<file path="config.mk">
export PLATFORM = sky130hd
export DESIGN_NAME = wbcap_top
export DESIGN_NICKNAME = d
export VERILOG_FILES = /design/src/rtl/wbcap_pkg.sv /design/src/rtl/wbcap_regs.sv /design/src/rtl/wbcap_engine.sv /design/src/rtl/wbcap_top.sv
export SDC_FILE = /design/constraint.sdc
export NUM_CORES = 1
export LEC_CHECK = 0
export ABC_AREA = 0
export CORE_ASPECT_RATIO = 0.9
export CORE_MARGIN = 3
export CORE_UTILIZATION = 51
export CTS_CLUSTER_DIAMETER = 80
export DETAILED_ROUTE_END_ITERATION = 16
export PLACE_DENSITY = 0.74
export SKIP_LAST_GASP = 1
export SYNTH_ARGS = -nofsm -noshare
export SYNTH_HDL_FRONTEND = slang
export SYNTH_HIERARCHICAL = 1
export SYNTH_SLANG_ARGS = --single-unit
</file>
<file path="constraint.sdc">
create_clock -name clk -period 3 [get_ports clk]
set_clock_uncertainty 0.05 [all_clocks]
set_input_delay 0.45 -clock clk [delete_from_list [all_inputs] [get_ports clk]]
set_output_delay 0.45 -clock clk [all_outputs]
set_load 0.02 [all_outputs]
</file>
<file path="src/rtl/wbcap_pkg.sv">
package wbcap_pkg;
  localparam logic [4:0] OFS_PTR   = 5'h00;
  localparam logic [4:0] OFS_PITCH = 5'h04;
  localparam logic [4:0] OFS_DIMS  = 5'h08;
  localparam logic [4:0] OFS_CTRL  = 5'h0C;
  localparam logic [4:0] OFS_PROG  = 5'h10;

  localparam int BIT_GO    = 0;
  localparam int BIT_BUSY  = 1;
  localparam int BIT_IEN   = 2;
  localparam int BIT_ABORT = 14;
  localparam int BIT_REFS  = 15;
  localparam int BIT_PDN   = 21;

  localparam logic [7:0] SIG_HI = 8'h54;
  localparam logic [1:0] SIG_LO = 2'b01;

  typedef struct packed {
    logic [31:0] base;
    logic [31:0] pitch;
    logic [15:0] width;
    logic [15:0] height;
    logic        ien;
    logic        refs;
    logic        pdn;
  } cap_cfg_t;
endpackage

</file>
<file path="src/rtl/wbcap_regs.sv">
module wbcap_regs
  import wbcap_pkg::*;
#(
  parameter int DIMW = 16
) (
  input  logic            clk,
  input  logic            rst,
  input  logic            reg_we,
  input  logic [4:0]      reg_addr,
  input  logic [31:0]     reg_wdata,
  output logic [31:0]     reg_rdata,
  input  logic            busy,
  input  logic [DIMW-1:0] progress,
  output cap_cfg_t        cfg,
  output logic            go_req,
  output logic            abort_req
);
  logic [29:0] ptr_q;
  logic [27:0] pitch_q;
  logic [31:0] dims_q;
  logic        ien_q, refs_q, pdn_q;
  logic        ctrl_wr;

  assign ctrl_wr   = reg_we && (reg_addr == OFS_CTRL);
  assign abort_req = ctrl_wr && reg_wdata[BIT_ABORT];
  assign go_req    = ctrl_wr && reg_wdata[BIT_GO] && !reg_wdata[BIT_ABORT] && !reg_wdata[BIT_PDN];

  always_ff @(posedge clk) begin
    if (rst) begin
      ptr_q   <= '0;
      pitch_q <= '0;
      dims_q  <= '0;
      ien_q   <= 1'b0;
      refs_q  <= 1'b0;
      pdn_q   <= 1'b0;
    end else if (reg_we) begin
      case (reg_addr)
        OFS_PTR:   ptr_q   <= reg_wdata[31:2];
        OFS_PITCH: pitch_q <= reg_wdata[31:4];
        OFS_DIMS:  dims_q  <= reg_wdata;
        OFS_CTRL: begin
          ien_q  <= reg_wdata[BIT_IEN];
          refs_q <= reg_wdata[BIT_REFS];
          pdn_q  <= reg_wdata[BIT_PDN];
        end
        default: ;
      endcase
    end
  end

  always_ff @(posedge clk) begin
    if (rst) begin
      reg_rdata <= '0;
    end else begin
      case (reg_addr)
        OFS_PTR:   reg_rdata <= {ptr_q, 2'b00};
        OFS_PITCH: reg_rdata <= {pitch_q, 4'b0000};
        OFS_DIMS:  reg_rdata <= dims_q;
        OFS_CTRL: begin
          reg_rdata            <= '0;
          reg_rdata[31:24]     <= SIG_HI;
          reg_rdata[23:22]     <= SIG_LO;
          reg_rdata[BIT_PDN]   <= pdn_q;
          reg_rdata[BIT_REFS]  <= refs_q;
          reg_rdata[BIT_IEN]   <= ien_q;
          reg_rdata[BIT_BUSY]  <= busy;
        end
        OFS_PROG:  reg_rdata <= 32'(progress);
        default:   reg_rdata <= '0;
      endcase
    end
  end

  always_comb begin
    cfg        = '0;
    cfg.base   = {ptr_q, 2'b00};
    cfg.pitch  = {pitch_q, 4'b0000};
    cfg.width  = dims_q[15:0];
    cfg.height = dims_q[31:16];
    cfg.ien    = ien_q;
    cfg.refs   = refs_q;
    cfg.pdn    = pdn_q;
  end
endmodule

</file>
<file path="src/rtl/wbcap_engine.sv">
module wbcap_engine
  import wbcap_pkg::*;
#(
  parameter int AW   = 32,
  parameter int DW   = 32,
  parameter int DIMW = 16
) (
  input  logic            clk,
  input  logic            rst,
  input  cap_cfg_t        cfg,
  input  logic            go_req,
  input  logic            abort_req,
  input  logic            pix_valid,
  input  logic [DW-1:0]   pix_data,
  input  logic            pix_last,
  output logic            busy,
  output logic [DIMW-1:0] progress,
  output logic            mem_we,
  output logic [AW-1:0]   mem_addr,
  output logic [DW-1:0]   mem_wdata,
  output logic            frame_start,
  output logic            irq
);
  localparam int PADW = AW - DIMW - 2;

  logic [DIMW-1:0] col_q;
  logic [AW-1:0]   line_base_q;
  logic            ended_q;
  logic            accept;
  logic            in_width;
  logic            last_line;
  logic [AW-1:0]   col_ofs;

  assign accept    = busy && pix_valid && !abort_req;
  assign in_width  = col_q < cfg.width[DIMW-1:0];
  assign last_line = ({1'b0, progress} + 1'b1) >= {1'b0, cfg.height[DIMW-1:0]};
  assign col_ofs   = {{PADW{1'b0}}, col_q, 2'b00};

  always_ff @(posedge clk) begin
    if (rst) begin
      busy        <= 1'b0;
      progress    <= '0;
      col_q       <= '0;
      line_base_q <= '0;
      ended_q     <= 1'b0;
      mem_we      <= 1'b0;
      mem_addr    <= '0;
      mem_wdata   <= '0;
      frame_start <= 1'b0;
      irq         <= 1'b0;
    end else begin
      mem_we      <= 1'b0;
      frame_start <= 1'b0;
      irq         <= cfg.ien && ended_q && !busy;
      if (abort_req && busy) begin
        busy    <= 1'b0;
        ended_q <= 1'b1;
      end else if (go_req && !busy) begin
        busy        <= 1'b1;
        ended_q     <= 1'b0;
        progress    <= '0;
        col_q       <= '0;
        line_base_q <= cfg.base;
        frame_start <= 1'b1;
      end else if (accept) begin
        if (in_width) begin
          mem_we    <= 1'b1;
          mem_addr  <= line_base_q + col_ofs;
          mem_wdata <= pix_data;
        end
        if (pix_last) begin
          col_q       <= '0;
          progress    <= progress + 1'b1;
          line_base_q <= line_base_q + cfg.pitch;
          if (last_line) begin
            busy        <= 1'b0;
            ended_q     <= 1'b1;
            frame_start <= cfg.refs;
          end
        end else if (in_width) begin
          col_q <= col_q + 1'b1;
        end
      end
    end
  end
endmodule

</file>
<file path="src/rtl/wbcap_top.sv">
module wbcap_top
  import wbcap_pkg::*;
#(
  parameter int AW   = 32,
  parameter int DW   = 32,
  parameter int DIMW = 16
) (
  input  logic          clk,
  input  logic          rst,
  input  logic          reg_we,
  input  logic [4:0]    reg_addr,
  input  logic [31:0]   reg_wdata,
  output logic [31:0]   reg_rdata,
  input  logic          pix_valid,
  input  logic [DW-1:0] pix_data,
  input  logic          pix_last,
  output logic          pix_ready,
  output logic          mem_we,
  output logic [AW-1:0] mem_addr,
  output logic [DW-1:0] mem_wdata,
  output logic          frame_start,
  output logic          irq
);
  cap_cfg_t        cfg;
  logic            go_req, abort_req, busy;
  logic [DIMW-1:0] progress;

  wbcap_regs #(.DIMW(DIMW)) u_regs (
    .clk(clk), .rst(rst), .reg_we(reg_we), .reg_addr(reg_addr),
    .reg_wdata(reg_wdata), .reg_rdata(reg_rdata), .busy(busy),
    .progress(progress), .cfg(cfg), .go_req(go_req), .abort_req(abort_req)
  );

  wbcap_engine #(.AW(AW), .DW(DW), .DIMW(DIMW)) u_engine (
    .clk(clk), .rst(rst), .cfg(cfg), .go_req(go_req), .abort_req(abort_req),
    .pix_valid(pix_valid), .pix_data(pix_data), .pix_last(pix_last),
    .busy(busy), .progress(progress), .mem_we(mem_we), .mem_addr(mem_addr),
    .mem_wdata(mem_wdata), .frame_start(frame_start), .irq(irq)
  );

  assign pix_ready = busy;
endmodule

</file>
==> results of run 1 <==
## final cells by class
| cell class | count | area share |
|---|---|---|
| Inverter | 48 | 0.0102 |
| Clock inverter | 8 | 0.00551 |
| Sequential cell | 258 | 0.293 |
| Timing Repair Buffer | 276 | 0.146 |
| Multi-Input combinational cell | 1310 | 0.471 |
| Clock buffer | 43 | 0.0490 |
| Tap cell | 354 | 0.0250 |
## flip-flops by register name, summed over array words and instances (netlist names), 16 cells and up
| register | cells |
|---|---|
| u_engine/mem_addr | 32 |
| u_regs/ptr_q | 30 |
| u_engine/mem_wdata | 32 |
| u_regs/reg_rdata | 32 |
| u_engine/col_q | 16 |
| u_engine/line_base_q | 32 |
| u_regs/dims_q | 32 |
| u_regs/pitch_q | 28 |
| u_engine/progress | 16 |
## worst max-delay path, cell delays in order, from the launching register on
cell and delay [ns]:
dfxtp_4 0.38, ha_4 0.14, nand3_2 0.07, or2_4 0.26, buf_4 0.15, xnor2_1 0.12, ha_1 0.31, a21o_1 0.19
a21o_1 0.19, a21oi_2 0.13, o21ai_2 0.07, a221oi_2 0.25, o221a_1 0.31, o21bai_2 0.11, a21oi_2 0.15, nor2_1 0.05
## layer usage
metal  vias to the layer above  share of wire  global-route usage
li1                       6637              -                   -
met1                      6569           0.42               0.397
met4                         0          0.044               0.121
met5                         -              0                   0
met2                       561           0.46               0.487
met3                       102          0.069              0.0419
## per-stage QoR
stage | TNS (ns) | instances | util
after floorplan | 0 | 1751 | -
after global placement | -0.249 | 2238 | 0.608
after detailed placement | -0.565 | 2238 | 0.608
after CTS | -0.0300 | 2294 | 0.647
after global routing | -0.509 | 2297 | 0.652
final | -0.0957 | 2297 | 0.652
## worst max-delay path by stage
stage / from / endpoint / slack [ns]
after CTS: u_engine/progress[1] / u_engine/ended_q / -0.03
final: u_engine/progress[1] / u_engine/ended_q / -0.05
after floorplan: u_engine/progress[1] / u_engine/ended_q / 0.02
after global placement: u_engine/progress[1] / u_engine/ended_q / -0.17
after global routing: u_engine/progress[0] / u_engine/ended_q / -0.22
after detailed placement: u_engine/progress[1] / u_engine/ended_q / -0.27
## repair_timing
action	4_1_cts	5_1_grt
resized for setup	10	25
pin swaps	16	20
hold buffers	0	0
setup buffers	5	3
endpoints found under the setup margin	3	13
## power breakdown
group / internal (mW) / switching (mW)
registers: 3.43 / 0.0111
logic: 0.156 / 0.254
clock network: 2.15 / 1.45
## layout by cell type, fill, tap and decap left out, types with 15 or more instances in the layout
cell type	instances
o21ai_0	119
a32oi_1	23
and3_1	18
a21o_1	41
xor2_1	39
xnor2_1	36
nand3_1	136
buf_4	96
mux2_2	26
clkdlybuf4s50_1	171
dfxtp_1	250
nor2_1	110
nand4_1	17
clkbuf_16	29
nand2_1	180
inv_1	48
o21ai_1	28
a21oi_1	215
ha_1	78
a31oi_1	15
a211oi_1	22
==> impl_metrics.json, run 1 <==
{
  "cp.arrival_ns": 3.44,
  "antenna_found_initial": 0,
  "rows": 57,
  "cts.sinks": 258,
  "pwr_density_cell_nw_per_um2": 421,
  "root_buffer": "clkbuf_16",
  "vias_per_cell": 6.04,
  "core_area_um2": 27200,
  "outcome": "finished, violations left",
  "drc": 0,
  "finalInstanceArea_um2": 17700,
  "cts_buffers": 28,
  "drive_gt1_frac": 0.124,
  "diodes": 0,
  "cp.required_ns": 3.39,
  "drt_wl_total_um": 46400,
  "cts_tree": "yes",
  "finalMaxSlewViolations": 0,
  "worstHoldStart": "rst",
  "power_mw": 7.45,
  "start_kind": "flip-flop",
  "fmax_mhz": 328,
  "violations": "setup timing",
  "die_area_um2": 29900,
  "multi_input_area_um2": 8340,
  "ant_nets": 0,
  "synth_warnings": 6,
  "grt_pass1_vias": 13100,
  "wl_per_cell_um": 20.2,
  "rr_worst_depth": 15,
  "avgSynthCellArea_um2": 8.12,
  "drtIter0Drc": 1142,
  "ir_worst_vdd_mv": 0.426,
  "syn_to_final_growth_pct": 24.8,
  "path_class": "reg2reg",
  "cts_max_level": 1,
  "worstPathMaxFanout": 3,
  "rrSetupSlack_ns": -0.05,
  "hold_viol_final": 0,
  "seq_area_um2": 5180,
  "worst_r2r_endpoint": "u_engine/ended_q",
  "fin_crit_sh": 1.02,
  "max_cap_viol_count": 0,
  "placed_area_um2": 16500,
  "fp.dieW_um": 182,
  "clk_pin_slew_worst_paths_ns": 0.06,
  "syn_inst": 1746,
  "slew_headroom": 0.435,
  "grt-ovfl-total": 0,
  "start_util": 0.522,
  "hold_class": "in2reg",
  "vias": 13900,
  "fillers": 2352,
  "setup_ws_ns": -0.0502,
  "worst_slew_pin_slew_ns": 0.842,
  "place_ws_ns": -0.265,
  "clock_latency_ns": 0.55,
  "synth_area_um2": 14200,
  "worst_hold_path.endpoint": "u_regs/pitch_q[10]",
  "ios": 174,
  "gp_congestion": 0.924,
  "grtUsageTotal": 0.297,
  "first_pass_iters": 7,
  "fin_hold_ws_ns": 0.336,
  "cts_max_path_buffers": 3,
  "min_path_cells": 2,
  "setup_viol": 2,
  "power.leakage_nw": 6.78,
  "layout.nets": 2078,
  "r2r_start": "u_engine/progress[1]",
  "dieHeight_um": 164,
  "grt_max_degree": 78,
  "io_buffers": 173,
  "hpwl_um": 32600,
  "min_period_ns": 3.05,
  "rsz0062_at_grt": "true",
  "grt_pass1_wl_um": 72000,
  "crit_path_end_kind": "flip-flop"
}
Power figures use the tool's default switching activity.
==> run 2: changes to the inputs <==
--- a/config.mk
+++ b/config.mk
@@ -6,14 +6,14 @@
 export NUM_CORES = 1
 export LEC_CHECK = 0
 export ABC_AREA = 0
+export CAP_MARGIN = 20
 export CORE_ASPECT_RATIO = 0.9
 export CORE_MARGIN = 3
-export CORE_UTILIZATION = 51
+export CORE_UTILIZATION = 50
 export CTS_CLUSTER_DIAMETER = 80
 export DETAILED_ROUTE_END_ITERATION = 16
-export PLACE_DENSITY = 0.74
+export PLACE_DENSITY = 0.76
 export SKIP_LAST_GASP = 1
 export SYNTH_ARGS = -nofsm -noshare
 export SYNTH_HDL_FRONTEND = slang
-export SYNTH_HIERARCHICAL = 1
 export SYNTH_SLANG_ARGS = --single-unit
==> impl_metrics.json, run 2 <==
{
  "outcome": "finished clean",
  "max_cap_viol_count": 0,
  "gr-usage-met3": 0.0537,
  "worst_slew_pin_slew_ns": 0.759,
  "vias_per_cell": 5.89,
  "synth_top_area_frac": 0.385,
  "yosys.area.top_type": "dfxtp_1",
  "synth_warnings": 0,
  "drt_wl_total_um": 42900,
  "core_area_um2": 25600,
  "antenna_found_initial": 1,
  "ys_seq_area_frac": 0.385,
  "min_path_cells": 2,
  "rrSetupSlack_ns": 0.14,
  "hpwl_um": 31900,
  "reg_top3": "u_engine.mem_wdata x32, u_regs.dims_q x32, u_regs.reg_rdata x32",
  "start_kind": "flip-flop",
  "ios": 174,
  "synth_area_um2": 13200,
  "final_cell_mix": "nand2_1 (391), dfxtp_1 (253), a21oi_1 (230)",
  "fin_crit_sh": 0.952,
  "crit_path_end_kind": "flip-flop",
  "min_period_ns": 2.86,
  "ys_top_cells_by_area": "dfxtp_1 (38%), nand2_1 (11%), a21oi_1 (8.8%)",
  "avgSynthCellArea_um2": 7.77,
  "pwr_density_cell_nw_per_um2": 435,
  "clock_latency_ns": 0.55,
  "worstPathMaxFanout": 3,
  "setup_ws_ns": 0.144,
  "grtUsageTotal": 0.292,
  "layout.nets": 2021,
  "fp.dieW_um": 177,
  "worstHoldStart": "rst",
  "synth.most_common_cell": "nand2_1",
  "rsz0062_at_grt": "true",
  "hold_buffers": 0,
  "clkPwrFrac": 0.486,
  "io_buffers": 171,
  "synth_ff_type": "dfxtp_1",
  "finalMaxSlewViolations": 0,
  "worst_r2r_endpoint": "u_engine.busy",
  "rr_worst_depth": 13,
  "dieHeight_um": 160,
  "power_mw": 7.20,
  "rows": 55,
  "p_comb_frac": 0.043,
  "synth_edf_count": 0,
  "power.internal_mw": 5.61,
  "grt_pass1_vias": 12200,
  "tns_ns": 0,
  "clk_pin_slew_worst_paths_ns": 0.07,
  "drtIter0Drc": 1391,
  "drive_gt1_frac": 0.0857,
  "ant_nets": 0,
  "grt-ovfl-total": 0,
  "synth_cell_types": 75,
  "start_util": 0.516,
  "first_pass_iters": 5,
  "r2r_start": "u_engine.progress[0]",
  "cp.arrival_ns": 3.30,
  "fmax_mhz": 350,
  "use_met2": 0.447,
  "hold_class": "in2reg",
  "hold_viol_final": 0,
  "cts.sinks": 254,
  "fillers": 2261,
  "synth_common_cells": "nand2_1 (391), dfxtp_1 (254), a21oi_1 (232)",
  "grt_pass1_wl_um": 67100,
  "syn_to_final_growth_pct": 25.2,
  "root_buffer": "clkbuf_16",
  "setup_viol": 0,
  "ys_async_sr_fraction": 0,
  "slew_headroom": 0.493,
  "gp_congestion": 0.917,
  "cts_tree": "yes",
  "cp.required_ns": 3.44,
  "cts_buffers": 27,
  "wl_per_cell_um": 19.2,
  "vias": 13100,
  "die_area_um2": 28400,
  "grt-busiest-layer": "met2",
  "ys_ff_latch": 254,
  "cts_max_level": 1,
  "seqPwrFrac": 0.471,
  "drc": 0,
  "place_ws_ns": 0.0389,
  "cts_max_path_buffers": 3,
  "layout_commonest_cell": "nand2_1",
  "worst_hold_path.endpoint": "u_regs.pdn_q",
  "power.leakage_nw": 6.08,
  "path_class": "reg2reg",
  "grt_max_degree": 134,
  "syn_inst": 1700,
  "grtUsageMet1": 0.419,
  "switching_power_mw": 1.60,
  "diodes": 0,
  "ir_worst_vdd_mv": 0.402,
  "switching_share": 0.222
}
==> run 2: stage by stage <==
step / area [µm²] / hold WS, ns / util / instances
CTS: 16500 / 0.150 / 0.644 / 2231
floorplan: 13200 / 0.364 / - / 1701
global route: 16600 / 0.156 / 0.647 / 2232
global placement: 15500 / 0.391 / 0.607 / 2181
finish: 16600 / 0.173 / 0.647 / 2232
detailed placement: 15500 / 0.396 / 0.607 / 2181
==> run 2: final cells by class <==
type	instances	area (µm²)	share of cell area
timing repair buffer	240	2290	0.139
tap	342	428	0.0259
inverter	53	199	0.0120
clock inverter	14	165	0.00998
sequential	254	5090	0.307
multi-input combinational	1293	7600	0.459
clock buffer	36	779	0.0471
==> run 2: power groups by stage <==
stage	clock (mW)	sequential, mW	combinational (mW)
3_5_place_dp	0	3.47	0.304
3_3_place_gp	0	3.47	0.303
4_1_cts	3.54	3.39	0.306
5_1_grt	3.69	3.39	0.329
6_report	3.50	3.39	0.311
2_1_floorplan	0	3.46	0.125
==> run 2: repair_timing <==
item,in CTS,in global routing
gates resized for setup,2,17
buffers inserted,0,1
setup endpoints to repair,2,7
pin swaps,0,2
==> run 2: worst max-delay path, stage by stage, from the launching register on <==
cell and delay (ns):
dfxtp_1 0.34, ha_2 0.18, buf_4 0.12, nand3_2 0.11
nor2_4 0.12, xor2_1 0.16, ha_1 0.26, a21o_1 0.19
a21o_1 0.20, a21oi_2 0.16, o2111ai_1 0.12, and2_1 0.19
or4_1 0.52, nand3_1 0.08
==> run 2: metal layers <==
layer	vias to the layer above	share of wire
met5	-	0.00021
li1	6307	-
met3	87	0.10
met1	6097	0.43
met2	648	0.44
met4	2	0.031
==> run 2: kinds of logic after synthesis <==
| logic type | count (synthesis) | share of synthesized area |
|---|---|---|
| muxes | 22 | 0.0171 |
| xor gates and xnor gates | 55 | 0.0365 |
| buffers and inverters | 154 | 0.0464 |
| AOI/OAI and AO/OA | 479 | 0.226 |
| other | 1 | 0.000284 |
| DFF | 254 | 0.385 |
| adders and majority gates | 78 | 0.0750 |
| and+or+nand+nor | 657 | 0.214 |
==> run 2: how the worst max path moves through the flow <==
stage	from	to	slack, ns	cells after the start
3_5_place_dp	u_engine.progress[1]	u_engine.busy	0.04	13
4_1_cts	u_engine.progress[1]	u_engine.busy	0.03	12
5_1_grt	u_engine.progress[0]	u_engine.busy	-0.006	13
3_3_place_gp	u_engine.progress[0]	u_engine.busy	0.09	13
2_1_floorplan	u_engine.progress[2]	u_engine.busy	0.02	13
6_report	u_engine.progress[0]	u_engine.busy	0.14	13
